<file path="config.mk">
export PLATFORM = sky130hd
export DESIGN_NAME = toggle_aware_selector
export DESIGN_NICKNAME = d
export VERILOG_FILES = /design/src/rtl/toggle_aware_selector.sv
export SDC_FILE = /design/constraint.sdc
export NUM_CORES = 2
export LEC_CHECK = 0
export BUFFER_PORTS_ARGS = -buffer_cell sky130_fd_sc_hd__buf_2
export CORE_AREA = 3 3 456 458
export CTS_CLUSTER_SIZE = 16
export DETAILED_ROUTE_END_ITERATION = 7
export DIE_AREA = 0 0 459 461
export PLACE_DENSITY = 0.67
export SETUP_SLACK_MARGIN = 0.02
export SLEW_MARGIN = 20
export SYNTH_ARGS = -nofsm -noshare
export SYNTH_HDL_FRONTEND = slang
export SYNTH_SLANG_ARGS = --single-unit
</file>
<file path="constraint.sdc">
create_clock -name clk -period 11 [get_ports clk]
set_clock_uncertainty 0.1 [all_clocks]
set_input_delay 2.75 -clock clk [delete_from_list [all_inputs] [get_ports clk]]
set_output_delay 2.75 -clock clk [all_outputs]
set_load 0.02 [all_outputs]
</file>
<file path="src/rtl/toggle_aware_selector.sv">
module toggle_aware_selector #(
  parameter int FLIT_W    = 128,
  parameter int MAX_FLITS = 4,
  parameter int WEIGHT_W  = 8
) (
  input  logic                        clk,
  input  logic                        rst_n,
  input  logic [WEIGHT_W-1:0]         cfg_weight,
  input  logic                        in_valid,
  output logic                        in_ready,
  input  logic [MAX_FLITS*FLIT_W-1:0] raw_data,
  input  logic [$clog2(MAX_FLITS+1)-1:0] raw_count,
  input  logic [MAX_FLITS*FLIT_W-1:0] cmp_data,
  input  logic [$clog2(MAX_FLITS+1)-1:0] cmp_count,
  output logic                        out_valid,
  input  logic                        out_ready,
  output logic [FLIT_W-1:0]           out_data,
  output logic                        out_compressed,
  output logic                        out_first,
  output logic                        out_last
);
  localparam int CNT_W  = $clog2(MAX_FLITS+1);
  localparam int IDX_W  = (MAX_FLITS > 1) ? $clog2(MAX_FLITS) : 1;
  localparam int BYTES  = FLIT_W / 8;
  localparam int PC_W   = $clog2(FLIT_W+1);
  localparam int TGL_W  = $clog2(MAX_FLITS*FLIT_W+1);
  localparam int COST_W = TGL_W + WEIGHT_W + CNT_W + 1;

  typedef enum logic [1:0] {IDLE, COUNT, DECIDE, SEND} state_t;

  function automatic logic [PC_W-1:0] popcnt(input logic [FLIT_W-1:0] v);
    logic [PC_W-1:0] acc [BYTES];
    for (int b = 0; b < BYTES; b++) begin
      acc[b] = '0;
      for (int j = 0; j < 8; j++) acc[b] = acc[b] + PC_W'(v[b*8+j]);
    end
    for (int s = 1; s < BYTES; s = s * 2)
      for (int i = 0; i + s < BYTES; i = i + 2*s)
        acc[i] = acc[i] + acc[i+s];
    return acc[0];
  endfunction

  state_t                        state;
  logic [MAX_FLITS*FLIT_W-1:0]   raw_q, cmp_q;
  logic [CNT_W-1:0]              raw_n_q, cmp_n_q, len_q;
  logic [WEIGHT_W-1:0]           w_q;
  logic [FLIT_W-1:0]             last_q;
  logic [PC_W-1:0]               raw_pc [MAX_FLITS];
  logic [PC_W-1:0]               cmp_pc [MAX_FLITS];
  logic [PC_W-1:0]               raw_pc_q [MAX_FLITS];
  logic [PC_W-1:0]               cmp_pc_q [MAX_FLITS];
  logic [TGL_W-1:0]              raw_t, cmp_t;
  logic [COST_W-1:0]             raw_cost, cmp_cost;
  logic                          use_cmp, sel_q;
  logic [IDX_W-1:0]              idx_q;

  for (genvar k = 0; k < MAX_FLITS; k++) begin : g_pair
    logic [FLIT_W-1:0] rprev, cprev;
    if (k == 0) begin : g_head
      assign rprev = last_q;
      assign cprev = last_q;
    end else begin : g_body
      assign rprev = raw_q[(k-1)*FLIT_W +: FLIT_W];
      assign cprev = cmp_q[(k-1)*FLIT_W +: FLIT_W];
    end
    assign raw_pc[k] = (CNT_W'(k) < raw_n_q) ? popcnt(rprev ^ raw_q[k*FLIT_W +: FLIT_W]) : '0;
    assign cmp_pc[k] = (CNT_W'(k) < cmp_n_q) ? popcnt(cprev ^ cmp_q[k*FLIT_W +: FLIT_W]) : '0;
  end

  always_comb begin
    raw_t = '0;
    cmp_t = '0;
    for (int k = 0; k < MAX_FLITS; k++) begin
      raw_t = raw_t + TGL_W'(raw_pc_q[k]);
      cmp_t = cmp_t + TGL_W'(cmp_pc_q[k]);
    end
  end

  assign raw_cost = COST_W'(raw_n_q) * COST_W'(w_q) + COST_W'(raw_t);
  assign cmp_cost = COST_W'(cmp_n_q) * COST_W'(w_q) + COST_W'(cmp_t);
  assign use_cmp  = (cmp_n_q != '0) && (cmp_cost < raw_cost);

  assign in_ready       = (state == IDLE);
  assign out_valid      = (state == SEND);
  assign out_data       = sel_q ? cmp_q[idx_q*FLIT_W +: FLIT_W] : raw_q[idx_q*FLIT_W +: FLIT_W];
  assign out_compressed = sel_q;
  assign out_first      = (idx_q == '0);
  assign out_last       = (CNT_W'(idx_q) + CNT_W'(1) == len_q);

  always_ff @(posedge clk) begin
    if (!rst_n) begin
      state   <= IDLE;
      raw_q   <= '0;
      cmp_q   <= '0;
      raw_n_q <= '0;
      cmp_n_q <= '0;
      w_q     <= '0;
      last_q  <= '0;
      sel_q   <= 1'b0;
      len_q   <= '0;
      idx_q   <= '0;
      for (int k = 0; k < MAX_FLITS; k++) begin
        raw_pc_q[k] <= '0;
        cmp_pc_q[k] <= '0;
      end
    end else begin
      case (state)
        IDLE: if (in_valid) begin
          raw_q   <= raw_data;
          cmp_q   <= cmp_data;
          raw_n_q <= raw_count;
          cmp_n_q <= cmp_count;
          w_q     <= cfg_weight;
          state   <= COUNT;
        end
        COUNT: begin
          for (int k = 0; k < MAX_FLITS; k++) begin
            raw_pc_q[k] <= raw_pc[k];
            cmp_pc_q[k] <= cmp_pc[k];
          end
          state <= DECIDE;
        end
        DECIDE: begin
          sel_q <= use_cmp;
          len_q <= use_cmp ? cmp_n_q : raw_n_q;
          idx_q <= '0;
          state <= SEND;
        end
        SEND: if (out_ready) begin
          last_q <= out_data;
          if (out_last) begin
            idx_q <= '0;
            state <= IDLE;
          end else begin
            idx_q <= idx_q + IDX_W'(1);
          end
        end
        default: state <= IDLE;
      endcase
    end
  end
endmodule

</file>
### Word-level counts from Yosys, hierarchy flattened

Memory sizes are Yosys's and may differ from the RTL's.
Index checks and enable logic that the tools add are counted.

| storage, ports and cells | value |
|---|---|
| word-level logic and storage cells | 1112 |
| bits in read-only memories | 0 |
| bits in registers | 1174 |
| bits in latches | 0 |
| memories | 2 |
| RAM bits | 64 |
| input port bits | 1042 |
| output and inout bits | 133 |

| cells by class | value |
|---|---|
| $lt $le $gt $ge | 9 |
| reductions and logical operators | 9 |
| equal/unequal tests | 7 |
| multiply operators | 2 |
| bitwise gates (word level) | 16 |
| add/sub/neg operators | 1026 |
| divide/modulo/power cells | 0 |
| mux-type cells | 29 |
| shifts and indexed selects | 2 |

Memories:

| memory | depth | bits a word | rd ports | clocked after Yosys merged registers in | write ports | line | source |
|---|---|---|---|---|---|---|---|
| cmp_pc_q | 4 | 8 | 4 | 0 | 4 | 51 | `logic [PC_W-1:0] cmp_pc_q [MAX_FLITS];` |
| raw_pc_q | 4 | 8 | 4 | 0 | 4 | 50 | `logic [PC_W-1:0] raw_pc_q [MAX_FLITS];` |

Operator list:

| operator | number |
|---|---|
| $add 7x1->8 | 128 |
| $shiftx 512x10->128 | 2 |
| $xor 128x128->128 | 8 |
| $add 8x8->8 | 120 |
| $add 6x1->7 | 128 |
| $add 5x1->6 | 128 |
| $add 4x1->5 | 128 |
| $add 3x1->4 | 128 |
| $add 2x1->3 | 128 |
| $add 1x1->2 | 128 |
| $mux 128 | 1 |
| $mux 8 | 16 |
| $add 11x10->12 | 2 |
| $mul 3x8->11 | 2 |
| $add 10x8->10 | 2 |
| $add 9x8->10 | 2 |
| $add 8x8->9 | 2 |
| $lt 1x3->1 const A | 4 |
| $lt 12x12->1 | 1 |
| $lt 2x3->1 const A | 4 |
| $mux 2 | 5 |
| $or 1x1->1 | 8 |
| $pmux 2 s4 | 1 |
| $reduce_and 2->1 | 3 |
| 15 further kinds | 21 |

### Logic depth before layout (Yosys ltp)

| depth | value |
|---|---|
| depth after elaboration | 14 |
| mapped depth | 26 |
| mapped depth without buffers | 26 |

### Least setup slack after synthesis

OpenSTA, ideal clock, no wires.

| path | value |
|---|---|
| kind | reg2reg |
| start point | reg cmp_q[377] |
| end point | mem cmp_pc_q[3][6] in the netlist's numbering (data pin) |
| buffers on the path | 0 |
| cell stages (with the launch flop) | 26 |
| period minus slack after synthesis | 7.406 ns |
| required time | 10.765 ns |
| arrival time | 7.171 ns |
| library setup time | 0.135 ns |
| slack | 3.594 ns |
| cell sequence | dfxtp_1 > xnor2_1 > fa_1 > fa_1 > inv_1 > fa_1 > inv_1 > fa_1 > inv_1 > fa_1 > inv_1 > fa_1 > fa_1 > inv_1 > fa_1 > inv_1 > fa_1 > inv_1 > fa_1 > ha_1 > fa_1 > a21o_1 > a21oi_1 > nor2b_1 > or3_1 > nand3_1 |

RTL lines:

| what | line | source |
|---|---|---|
| from (decl) | 44 | `logic [MAX_FLITS*FLIT_W-1:0] raw_q, cmp_q;` |
| from (signal assigned) | 110 | `cmp_q <= cmp_data;` |
| to (decl) | 51 |  |

==> flow_results.org <==
** Outcome
- The flow ran to the end, and the final reports show no timing, DRC or antenna violations.

** Timing
- Max Clk Rate :: 0.1161 GHz
- The final number of max-transition violations was 0.
- Subtracting the final worst setup slack from the clock period gives 8615 ps.
- Setup TNS Final :: 0 ps
- Unrepaired setup endpoints after global routing :: false
- The worst path uses 78.32% of the clock period.
- Actual slew at the worst max-slew pin :: 1304 ps
- Relative slew margins :: 13.10%
- Endpoints failing setup :: 0
- Final hold vios :: 0

** Die
- Initial cell density of the core :: 44.82%
- Area of the core :: 204,400 um2
- The die covers 211,600 um2.
- Measured along the x axis, the die boundary spans 459 um.
- Std cell rows :: 166
- Number of placed I/O pins :: 1,175
- The die is 461 um tall.

** Global route
- The via count of the first global-routing pass came to 73,766.
- The number of antenna violations at the first check in global routing came to 42.
- Global route total overflow :: 0
- Largest net degree at the start of global routing :: 275
- The first global-routing pass estimated 592,900 um of wire.
- Global routing consumed, over all layers together, 40.75% of the routing resources.

** Setup path
- The endpoint identified for the worst register-to-register timing path is raw_pc_q[1][6]$_SDFFCE_PP0P_.
- For the worst setup path, the data arrival time is 9070 ps.
- Across all register-to-register paths, the minimum setup slack is 2380 ps.
- STA classifies the critical path startpoint as a flop.
- Largest fanout of any net on the critical path :: 4
- The critical path in this run is classified as reg -> reg.
- Critical path required time :: 11,450 ps
- The worst setup path is captured at a flop.
- R2R depth :: 24
- FF-to-FF Start :: raw_q[99]$_SDFFE_PN0P_

** Place
- IO buf count :: 1,174
- Detailed placement ended at an HPWL of 370,400 um.
- At the end of routability-driven placement, the weighted congestion stood at 1.084.

** Yosys
- Sequential cells were found to cover 27.76% of the synthesized design area.
- The number of nets in the synthesized netlist is 11,871.
- For this run, asynchronously set or reset flops after synthesis account for 0%.
- In the synthesized netlist the dominant register cell turns out to be dfxtp_1.
- Yosys printed 0 warnings.
- Number of instances in the synthesized netlist :: 9,576
- Yosys mapped a number of flops with a built-in enable equal to 64.
- Counting flops and latches in the post-synthesis netlist gives 1,238.
- The number of different library cells used by synthesis comes to 60.
- Cell area after synthesis :: 91,590 um2
- A synthesized cell averages 9.565 um2.

** Cells and area
- The final layout contains 12,774 nets.
- The area growth from synthesis to layout is 14.06%.
- In the final layout, the share of cells above drive strength 1 is 18.71%.
- Layout filler cell count :: 19,171

** Min path
- For hold timing, the worst endpoint is raw_q[469]$_SDFFE_PN0P_.
- In this run the most critical hold path is launched from raw_q[469]$_SDFFE_PN0P_.
- The worst hold path passes through 2 cells.
- Path class of the lowest-slack min-delay path :: reg -> reg

** Drt
- Total via count after detailed routing :: 73,948
- For this block, the routed nets add up to 438,500 um of wire.
- The count of nets left with antenna violations once routing finished came out at 0.
- Drc violations :: 0
- Routed via count divided by cell count :: 5.553
- Average detailed-routed wire length per instance :: 32.93 um
- The first routing iteration left 7,921 violations.
- Before antenna repair, the detailed router went through 8 iterations.

** Clock network
- The clock net in this run drives a total of 1,238 sinks.
- Total number of H-tree levels :: 4
- After clock tree synthesis, the clock-pin slew on the worst setup and hold paths is 60 ps.
- Once the clock tree was built, the setup fixing pass inserted 0 buffers.
- Total CTS buffers :: 147
- Max clock buf depth :: 3
- TritonCTS built the clock tree.
- Number of buffers added to fix hold violations after cts :: 0
- Root Buffer :: clkbuf_16
- Post-CTS repair changed the size of 0 cells.
- For the worst-skew pair, the clock arrives at the later sink with an insertion delay of 830 ps.

** Flow run
- Max-cap violations in this run came to 0.
## state kept, by name (all words and copies together), names as in the netlist
register / count
state: 2
idx_q: 2
w_q: 8
cmp_n_q: 3
len_q: 3
g_pair.cprev: 128
cmp_pc_q: 32
raw_q: 512
cmp_q: 512
out_compressed: 1
raw_n_q: 3
raw_pc_q: 32
## metrics by stage
step / worst slack [ps] / instances / util [%] / cell area [um2] / hold slack, ps
after floorplan: 3594 / 9576 / - / 91590 / 365.0
after global placement: 2578 / 13018 / 48.60 / 99330 / 377.3
after detailed placement: 2512 / 13018 / 48.61 / 99340 / 388.5
after CTS: 2482 / 13288 / 51.08 / 104400 / 397.5
after global routing: 2136 / 13300 / 51.10 / 104400 / 409.4
final: 2385 / 13317 / 51.12 / 104500 / 396.0
## area by class of cell
type,count,area (um2),area share (%)
Antenna cell,29,72.57,0.06946
Clock buffer,194,4170,3.992
Clock inverter,76,878.3,0.8407
Inverter,981,3687,3.529
Multi-Input combinational cell,6873,60290,57.71
Sequential cell,1238,25440,24.35
Tap cell,2688,3363,3.219
Timing Repair Buffer,1238,6574,6.292
## critical path: stages (launching register included)
cell	delay, ps
dfxtp_1	420
xnor2_1	140
fa_1	610
inv_1	80
fa_1	610
inv_1	80
fa_1	630
fa_1	540
fa_1	830
inv_1	130
fa_1	510
fa_1	580
fa_1	510
inv_1	70
fa_1	480
inv_1	50
fa_1	480
ha_1	170
inv_1	60
fa_1	430
nor2b_1	160
o21ai_0	120
a21boi_0	300
or3_1	160
nand3_1	70
## Yosys cell counts (4+ instances only)
| master | n | share of area [%] |
|---|---|---|
| nand2b_1 | 7 | 0.048 |
| a211oi_1 | 5 | 0.041 |
| o21ai_0 | 46 | 0.25 |
| ha_1 | 261 | 3.6 |
| and2_1 | 53 | 0.36 |
| o21a_1 | 10 | 0.082 |
| inv_1 | 981 | 4.0 |
| a21o_1 | 15 | 0.12 |
| buf_12 | 6 | 0.13 |
| o2111ai_1 | 5 | 0.048 |
| nor3_1 | 17 | 0.093 |
| nor2_2 | 72 | 0.49 |
| xor2_1 | 514 | 4.9 |
| nand3_1 | 16 | 0.087 |
| a21boi_0 | 1042 | 8.5 |
| fa_1 | 992 | 22 |
| buf_6 | 14 | 0.17 |
| nor3b_1 | 64 | 0.52 |
| dfxtp_1 | 1174 | 26 |
| o211a_1 | 7 | 0.077 |
| edfxtp_1 | 64 | 2.1 |
| buf_4 | 6 | 0.049 |
| nand2_2 | 72 | 0.49 |
| a21oi_1 | 29 | 0.16 |
| buf_1 | 7 | 0.029 |
| clkbuf_1 | 315 | 1.3 |
| nor2_1 | 266 | 1.1 |
| buf_2 | 133 | 0.73 |
| nor3b_2 | 72 | 0.98 |
| nand2_1 | 2426 | 9.9 |
| mux4_2 | 256 | 6.3 |
| and3_1 | 8 | 0.055 |
| xnor2_1 | 548 | 5.2 |
| nand3b_1 | 4 | 0.033 |
| nor2b_1 | 17 | 0.12 |
| or4_1 | 4 | 0.033 |
## cells in the final DEF (no fill, tap or decap), types with 261 or more instances in the layout
master / count
xor2_1: 513
inv_1: 980
fa_1: 992
dfxtp_1: 1171
buf_2: 1173
ha_1: 261
xnor2_1: 546
nand2_1: 2424
nor2_1: 266
a21boi_0: 1042
## kinds of logic after synthesis
| logic type | Yosys count | share of synthesized area (%) |
|---|---|---|
| AND/OR/NAND/NOR | 3112 | 14.46 |
| buffers and inverters | 1465 | 6.468 |
| adder cells (fa/ha/maj) | 1253 | 25.25 |
| flip-flops | 1238 | 27.76 |
| AO/OA/AOI/OAI | 1189 | 9.610 |
| XOR/XNOR | 1062 | 10.16 |
| multiplexers | 257 | 6.306 |
## worst max path at each step
stage,cells past startpoint,slack (ps),end,start
3_5_place_dp,24,2510,raw_pc_q[1][6]$_SDFFCE_PP0P_,raw_q[99]$_SDFFE_PN0P_
6_report,24,2380,raw_pc_q[1][6]$_SDFFCE_PP0P_,raw_q[99]$_SDFFE_PN0P_
4_1_cts,24,2480,raw_pc_q[1][6]$_SDFFCE_PP0P_,raw_q[99]$_SDFFE_PN0P_
5_1_grt,26,2140,cmp_pc_q[1][6]$_SDFFCE_PP0P_,cmp_q[227]$_SDFFE_PN0P_
2_1_floorplan,25,3590,cmp_pc_q[3][6]$_SDFFCE_PP0P_,cmp_q[377]$_SDFFE_PN0P_
3_3_place_gp,26,2580,cmp_pc_q[1][6]$_SDFFCE_PP0P_,cmp_q[227]$_SDFFE_PN0P_
## metal layers
metal | track usage, % | vias up | part of all wire (%)
li1 | - | 31965 | -
met1 | 51.45 | 37674 | 39
met2 | 65.80 | 3550 | 46
met3 | 7.254 | 745 | 7.5
met4 | 23.58 | 14 | 6.9
met5 | 0 | - | 0.023
Power is not shown: default switching activity piles up to over one toggle a cycle in this logic, so the estimate is an artifact.
